### src/rtl/crs_pkg.sv
package crs_pkg;

  localparam int IDX_W   = 7;
  localparam int DATA_W  = 16;
  localparam int IDX_LSB = 16;
  localparam int RD_BIT  = 25;
  localparam int CMD_W   = RD_BIT + 1;
  localparam int RESP_W  = IDX_LSB + IDX_W;

  typedef enum logic [2:0] {
    S_IDLE,
    S_CLR_PRE,
    S_ISSUE,
    S_WAIT,
    S_CLR_POST,
    S_DONE
  } seq_state_t;

  function automatic logic [CMD_W-1:0] build_cmd(
    input logic              rd,
    input logic [IDX_W-1:0]  idx,
    input logic [DATA_W-1:0] val
  );
    logic [CMD_W-1:0] w;
    w = '0;
    w[RD_BIT] = rd;
    w[IDX_LSB +: IDX_W] = idx;
    if (!rd) w[DATA_W-1:0] = val;
    return w;
  endfunction

endpackage

### src/rtl/crs_poll_timer.sv
module crs_poll_timer #(
  parameter int GAP   = 2100,
  parameter int LIMIT = 20
) (
  input  logic clk,
  input  logic rst_n,
  input  logic restart,
  input  logic run,
  output logic tick,
  output logic last_poll
);

  localparam int GW = (GAP > 1) ? $clog2(GAP) : 1;
  localparam int LW = $clog2(LIMIT + 1);

  logic [GW-1:0] gap_q, gap_d;
  logic [LW-1:0] poll_q, poll_d;
  logic          gap_end;

  assign gap_end   = (gap_q == GW'(GAP - 1));
  assign tick      = run && gap_end;
  assign last_poll = (poll_q == LW'(LIMIT - 1));

  always_comb begin
    gap_d  = gap_q;
    poll_d = poll_q;
    if (restart) begin
      gap_d  = '0;
      poll_d = '0;
    end else if (run) begin
      if (gap_end) begin
        gap_d  = '0;
        poll_d = poll_q + LW'(1);
      end else begin
        gap_d = gap_q + GW'(1);
      end
    end
  end

  always_ff @(posedge clk or negedge rst_n) begin
    if (!rst_n) begin
      gap_q  <= '0;
      poll_q <= '0;
    end else if (restart || run) begin
      gap_q  <= gap_d;
      poll_q <= poll_d;
    end
  end

  // while waiting, no more than LIMIT samples are ever counted
  a_r4_poll_bound: assert property (@(posedge clk) disable iff (!rst_n)
    run |-> (poll_q <= LW'(LIMIT - 1)));

endmodule

### src/rtl/crs_try_counter.sv
module crs_try_counter #(
  parameter int MAX = 5
) (
  input  logic clk,
  input  logic rst_n,
  input  logic clear,
  input  logic step,
  output logic last_try
);

  localparam int TW = $clog2(MAX + 1);

  logic [TW-1:0] cnt_q, cnt_d;

  assign last_try = (cnt_q == TW'(MAX - 1));

  always_comb begin
    cnt_d = cnt_q;
    if (clear)     cnt_d = '0;
    else if (step) cnt_d = cnt_q + TW'(1);
  end

  always_ff @(posedge clk or negedge rst_n) begin
    if (!rst_n)              cnt_q <= '0;
    else if (clear || step)  cnt_q <= cnt_d;
  end

  // the attempt index never goes past the last allowed attempt
  a_r6_try_bound: assert property (@(posedge clk) disable iff (!rst_n)
    cnt_q <= TW'(MAX - 1));

endmodule

### src/rtl/crs_resp_check.sv
module crs_resp_check
  import crs_pkg::*;
(
  input  logic              is_read,
  input  logic              hit,
  input  logic [IDX_W-1:0]  want_idx,
  input  logic [IDX_W-1:0]  echo_idx,
  input  logic [DATA_W-1:0] echo_data,
  output logic              pass,
  output logic [DATA_W-1:0] pass_data
);

  logic idx_ok;

  assign idx_ok    = (echo_idx == want_idx);
  assign pass      = hit && (!is_read || idx_ok);
  assign pass_data = is_read ? echo_data : '0;

endmodule

### src/rtl/codec_reg_seq.sv
module codec_reg_seq
  import crs_pkg::*;
#(
  parameter int POLL_GAP_CYC = 2100,
  parameter int POLL_LIMIT   = 20,
  parameter int MAX_TRIES    = 5
) (
  input  logic              clk,
  input  logic              rst_n,
  input  logic              req_valid,
  input  logic              req_write,
  input  logic [IDX_W-1:0]  req_index,
  input  logic [DATA_W-1:0] req_wdata,
  output logic              busy,
  output logic              done,
  output logic [DATA_W-1:0] rdata,
  output logic              cmd_valid,
  output logic [CMD_W-1:0]  cmd_word,
  output logic              evt_clr,
  input  logic              evt_done,
  input  logic [RESP_W-1:0] codec_resp
);

  seq_state_t        state_q, state_d;
  logic              rd_q, rd_d;
  logic [IDX_W-1:0]  idx_q, idx_d;
  logic [DATA_W-1:0] wdat_q, wdat_d;
  logic              hit_q, hit_d;
  logic [IDX_W-1:0]  eidx_q, eidx_d;
  logic [DATA_W-1:0] edat_q, edat_d;
  logic [DATA_W-1:0] out_q, out_d;

  logic tick, last_poll, last_try, pass;
  logic [DATA_W-1:0] pass_data;
  logic try_clear, try_step, tmr_restart, tmr_run;

  crs_poll_timer #(.GAP(POLL_GAP_CYC), .LIMIT(POLL_LIMIT)) u_timer (
    .clk       (clk),
    .rst_n     (rst_n),
    .restart   (tmr_restart),
    .run       (tmr_run),
    .tick      (tick),
    .last_poll (last_poll)
  );

  crs_try_counter #(.MAX(MAX_TRIES)) u_tries (
    .clk      (clk),
    .rst_n    (rst_n),
    .clear    (try_clear),
    .step     (try_step),
    .last_try (last_try)
  );

  crs_resp_check u_check (
    .is_read   (rd_q),
    .hit       (hit_q),
    .want_idx  (idx_q),
    .echo_idx  (eidx_q),
    .echo_data (edat_q),
    .pass      (pass),
    .pass_data (pass_data)
  );

  assign tmr_restart = (state_q == S_ISSUE);
  assign tmr_run     = (state_q == S_WAIT);
  assign try_clear   = (state_q == S_IDLE);
  assign try_step    = (state_q == S_CLR_POST) && !pass && !last_try;

  always_comb begin
    state_d = state_q;
    rd_d    = rd_q;
    idx_d   = idx_q;
    wdat_d  = wdat_q;
    hit_d   = hit_q;
    eidx_d  = eidx_q;
    edat_d  = edat_q;
    out_d   = out_q;
    unique case (state_q)
      S_IDLE: begin
        if (req_valid) begin
          state_d = S_CLR_PRE;
          rd_d    = !req_write;
          idx_d   = req_index;
          wdat_d  = req_wdata;
        end
      end
      S_CLR_PRE: state_d = S_ISSUE;
      S_ISSUE: begin
        hit_d   = 1'b0;
        state_d = S_WAIT;
      end
      S_WAIT: begin
        if (tick && evt_done) begin
          hit_d   = 1'b1;
          eidx_d  = codec_resp[IDX_LSB +: IDX_W];
          edat_d  = codec_resp[DATA_W-1:0];
          state_d = S_CLR_POST;
        end else if (tick && last_poll) begin
          state_d = S_CLR_POST;
        end
      end
      S_CLR_POST: begin
        if (pass) begin
          out_d   = pass_data;
          state_d = S_DONE;
        end else if (last_try) begin
          out_d   = '1;
          state_d = S_DONE;
        end else begin
          state_d = S_ISSUE;
        end
      end
      S_DONE:  state_d = S_IDLE;
      default: state_d = S_IDLE;
    endcase
  end

  always_ff @(posedge clk or negedge rst_n) begin
    if (!rst_n) begin
      state_q <= S_IDLE;
      rd_q    <= 1'b0;
      idx_q   <= '0;
      wdat_q  <= '0;
      hit_q   <= 1'b0;
      eidx_q  <= '0;
      edat_q  <= '0;
      out_q   <= '0;
    end else begin
      state_q <= state_d;
      if (state_q == S_IDLE) begin
        rd_q   <= rd_d;
        idx_q  <= idx_d;
        wdat_q <= wdat_d;
      end
      if (state_q == S_ISSUE || state_q == S_WAIT) begin
        hit_q  <= hit_d;
        eidx_q <= eidx_d;
        edat_q <= edat_d;
      end
      if (state_q == S_CLR_POST) out_q <= out_d;
    end
  end

  assign busy      = (state_q != S_IDLE);
  assign done      = (state_q == S_DONE);
  assign rdata     = out_q;
  assign evt_clr   = (state_q == S_CLR_PRE) || (state_q == S_CLR_POST);
  assign cmd_valid = (state_q == S_ISSUE);
  assign cmd_word  = build_cmd(rd_q, idx_q, wdat_q);

  // an idle request is taken on the next edge
  a_r1_accept: assert property (@(posedge clk) disable iff (!rst_n)
    (req_valid && !busy) |=> busy);

  // completion is signalled inside the busy window
  a_r1_done_in_busy: assert property (@(posedge clk) disable iff (!rst_n)
    done |-> busy);

  // a request opens with a clear, never with a command
  a_r2_clear_first: assert property (@(posedge clk) disable iff (!rst_n)
    $rose(busy) |-> (evt_clr && !cmd_valid));

  // clear and command strobes never coincide
  a_r2_strobes_apart: assert property (@(posedge clk) disable iff (!rst_n)
    $onehot0({evt_clr, cmd_valid}));

  // completion lasts one cycle
  a_r9_done_pulse: assert property (@(posedge clk) disable iff (!rst_n)
    done |=> !done);

  // result changes only together with the completion pulse
  a_r9_rdata_hold: assert property (@(posedge clk) disable iff (!rst_n)
    !$stable(rdata) |-> done);

endmodule

### config.mk
export PLATFORM = sky130hd
export DESIGN_NAME = codec_reg_seq
export DESIGN_NICKNAME = d
export VERILOG_FILES = /design/src/rtl/crs_pkg.sv /design/src/rtl/crs_poll_timer.sv /design/src/rtl/crs_try_counter.sv /design/src/rtl/crs_resp_check.sv /design/src/rtl/codec_reg_seq.sv
export SDC_FILE = /design/constraint.sdc
export NUM_CORES = 1
export LEC_CHECK = 0
export BUFFER_PORTS_ARGS = -buffer_cell sky130_fd_sc_hd__buf_2
export CAP_MARGIN = 20
export CORE_MARGIN = 1
export CORE_UTILIZATION = 54
export DETAILED_ROUTE_END_ITERATION = 8
export HOLD_SLACK_MARGIN = 0.03
export PLACE_DENSITY = 0.8
export REMOVE_ABC_BUFFERS = 1
export SKIP_LAST_GASP = 1
export SLEW_MARGIN = 10
export SYNTH_ARGS = -nofsm -noshare
export SYNTH_HDL_FRONTEND = slang
export SYNTH_SLANG_ARGS = --single-unit
### constraint.sdc
create_clock -name clk -period 2.4 [get_ports clk]
set_input_delay 0.24 -clock clk [delete_from_list [all_inputs] [get_ports clk]]
set_output_delay 0.24 -clock clk [all_outputs]
set_load 0.02 [all_outputs]
==> impl_metrics.json <==
{
  "cts-resized-gates": 0,
  "p_leak_nw": 2.44,
  "synth_xor_area_share_pct": 3.00,
  "cp.arrival_ns": 2.14,
  "clock-sinks": 87,
  "post-route-min-period_ns": 1.91,
  "maxSlewViolCount": 0,
  "tightest_slew_ns": 0.611,
  "rows": 31,
  "crit_fanout": 18,
  "synth_cell_types": 46,
  "hold_buffers": 1,
  "synth-compound-area-share_pct": 10.2,
  "hpwl_um": 5680,
  "end_kind": "register",
  "swShare_pct": 23.0,
  "yosysWarnings": 0,
  "overflow": 0,
  "combPwrFrac_pct": 6.4,
  "cts_tree": "built",
  "clk-insertion-delay-late_ns": 0.35,
  "final_cell_mix": "buf_2 (93), dfrtp_1 (87), mux2_2 (46)",
  "drc": 0,
  "finClkSkew_ns": 0.00774,
  "cap_viol_max_count": 0,
  "cts_buffers": 9,
  "antenna_found_initial": 0,
  "synthAdderAreaFrac_pct": 1.23,
  "synth.area.mux_share_pct": 12.9,
  "grt_pass1_wl_um": 14000,
  "syn_area_um2": 4080,
  "clockPowerShare_pct": 40.1,
  "place_congestion": 0.829,
  "finalSetupViolations": 0,
  "start_util_pct": 56.0,
  "async_flop_share_pct": 100,
  "synthSimpleGateAreaFrac_pct": 15.7,
  "die_h_um": 89.0,
  "first_pass_iters": 4,
  "cp-start-kind": "register",
  "finalHoldViolCount": 0,
  "postSynthCellCount": 343,
  "critPathKind": "reg -> reg",
  "io-pin-count": 97,
  "timing.final.crit_share_pct": 79.7,
  "via_per_inst": 5.31,
  "finalWirelength_um": 8150,
  "cts_max_path_buffers": 2,
  "synth_seq_cells": 87,
  "rr_worst_depth": 6,
  "port-buffer-count": 94,
  "wl_per_cell_um": 14.9,
  "grt_max_degree": 44,
  "ant_nets": 0,
  "min_path_type": "in -> reg",
  "p_switching_w": 0.000644,
  "first_iter_violations": 270,
  "finalPower_w": 0.00280,
  "rsz0062_at_grt": "false",
  "r2r_slack_ns": 0.49,
  "grt_pass1_vias": 2956,
  "whs_path_depth": 2,
  "cts_setup_buffers": 0,
  "avgSynthCellArea_um2": 11.9,
  "synth-main-ff-cell": "dfrtp_1",
  "clk_pin_slew_ns": 0.09,
  "die_w_um": 89.0,
  "drive_gt1_share_pct": 41.8,
  "grtUsageTotal_pct": 23.5,
  "post_dp_cell_area_um2": 4660,
  "design_area_um2": 4880,
  "p_int_w": 0.00216,
  "crit_required_ns": 2.63,
  "antennaDiodeCount": 0,
  "p_per_area_nw_per_um2": 573,
  "core_area_um2": 7290,
  "seq_area_frac_synth_pct": 53.3,
  "final_common_cell": "buf_2",
  "htreeDepth": 3,
  "status": "finished clean",
  "tns_ns": 0,
  "synthToLayoutAreaGrowth_pct": 19.6,
  "synth_top_family_by_area": "simple AND/OR/NAND/NOR gates",
  "max_slew_margin_pct": 59.3,
  "synth_enable_flop_cells": 0,
  "cts-root-buf": "clkbuf_8",
  "power_frac_seq_pct": 53.5,
  "vdd.ir_drop.worst_v": 0.000482,
  "vias": 2897,
  "layout.nets": 497,
  "dieArea_um2": 7910,
  "fmax_mhz": 523
}
synth_stat cells, types with 2 or more instances:
master	number	share of area, %
nand4_1	6	0.92
nor2b_1	18	2.8
clkbuf_1	6	0.55
a22oi_1	2	0.37
mux2_2	46	13
xor2_1	9	1.9
a21oi_1	7	0.86
nor2_1	18	1.7
nor3_1	6	0.74
xnor2_1	5	1.1
inv_1	5	0.46
nand2b_1	6	0.92
a2bb2oi_1	6	1.3
a2bb2oi_2	10	3.7
nand3_1	14	1.7
o221ai_1	2	0.43
dfrtp_1	87	53
ha_1	4	1.2
buf_4	8	1.5
nor2_2	2	0.31
o21ai_0	14	1.7
nand2_1	35	3.2
buf_2	4	0.49
registers in the layout, summed over array words and instances, names as in the netlist:
name,flops
u_timer.gap_q,12
eidx_q,7
state_q,3
idx_q,7
wdat_q,16
hit_q,1
edat_q,16
rdata,16
u_timer.poll_q,5
rd_q,1
u_tries.cnt_q,3
per-layer routing:
layer,part of all wire [%],vias up,global-route usage [%]
met2,49,76,36.9
met1,44,1414,32.3
met3,5.8,8,6.46
li1,-,1399,-
met4,1.2,0,7.22
met5,0,-,0
stage by stage:
step | setup slack (ns) | instances | util (%) | hold WS (ns)
floorplan | 0.0768 | 325 | - | -0.0556
global route | 0.318 | 546 | 67.0 | 0.0534
finish | 0.488 | 546 | 67.0 | 0.0572
CTS | 0.487 | 546 | 67.0 | 0.0452
global placement | 0.573 | 529 | 63.8 | 0.252
detailed placement | 0.510 | 529 | 63.8 | 0.257
cells by family (layout without fill, tap and decap cells):
| group | Yosys count | count (layout) |
|---|---|---|
| other cells | 1 | 2 |
| buf+inv | 24 | 127 |
| simple gates | 117 | 117 |
| flops | 87 | 87 |
| fa+ha+maj | 4 | 4 |
| compound gates | 49 | 49 |
| xor+xnor | 14 | 14 |
| mux | 47 | 47 |
power by group through the flow:
stage                     sequential, W  combinational [W]  clock [W]
after floorplan                 0.00154          0.0000623          0
after global placement          0.00153           0.000178          0
after global routing            0.00150           0.000199    0.00121
after CTS                       0.00150           0.000184    0.00115
after detailed placement        0.00153           0.000182          0
final                           0.00150           0.000179    0.00112
worst paths after layout:
path | from | to
max | u_tries.cnt_q[0] | state_q[2]
min reg2reg | wdat_q[11] | wdat_q[11]
max reg2reg | u_tries.cnt_q[0] | state_q[2]
min | req_write | rd_q
min in group asynchronous | rst_n | idx_q[5]
max in group asynchronous | rst_n | wdat_q[10]
worst max-delay path: stages (launching register included):
cell	delay, ns
dfrtp_1	0.38
inv_1	0.08
ha_1	0.21
a22oi_1	0.48
a21boi_4	0.10
buf_4	0.23
or2_2	0.31
layout make-up:
cell class,count,area [um2]
Multi-Input combinational cell,233,1770
Clock buffer,10,128
Tap cell,99,124
Sequential cell,87,2180
Timing Repair Buffer,106,578
Inverter,5,18.8
Fill cell,573,2410
Clock inverter,6,91.3
No activity file was read; power rests on OpenSTA's default activity.
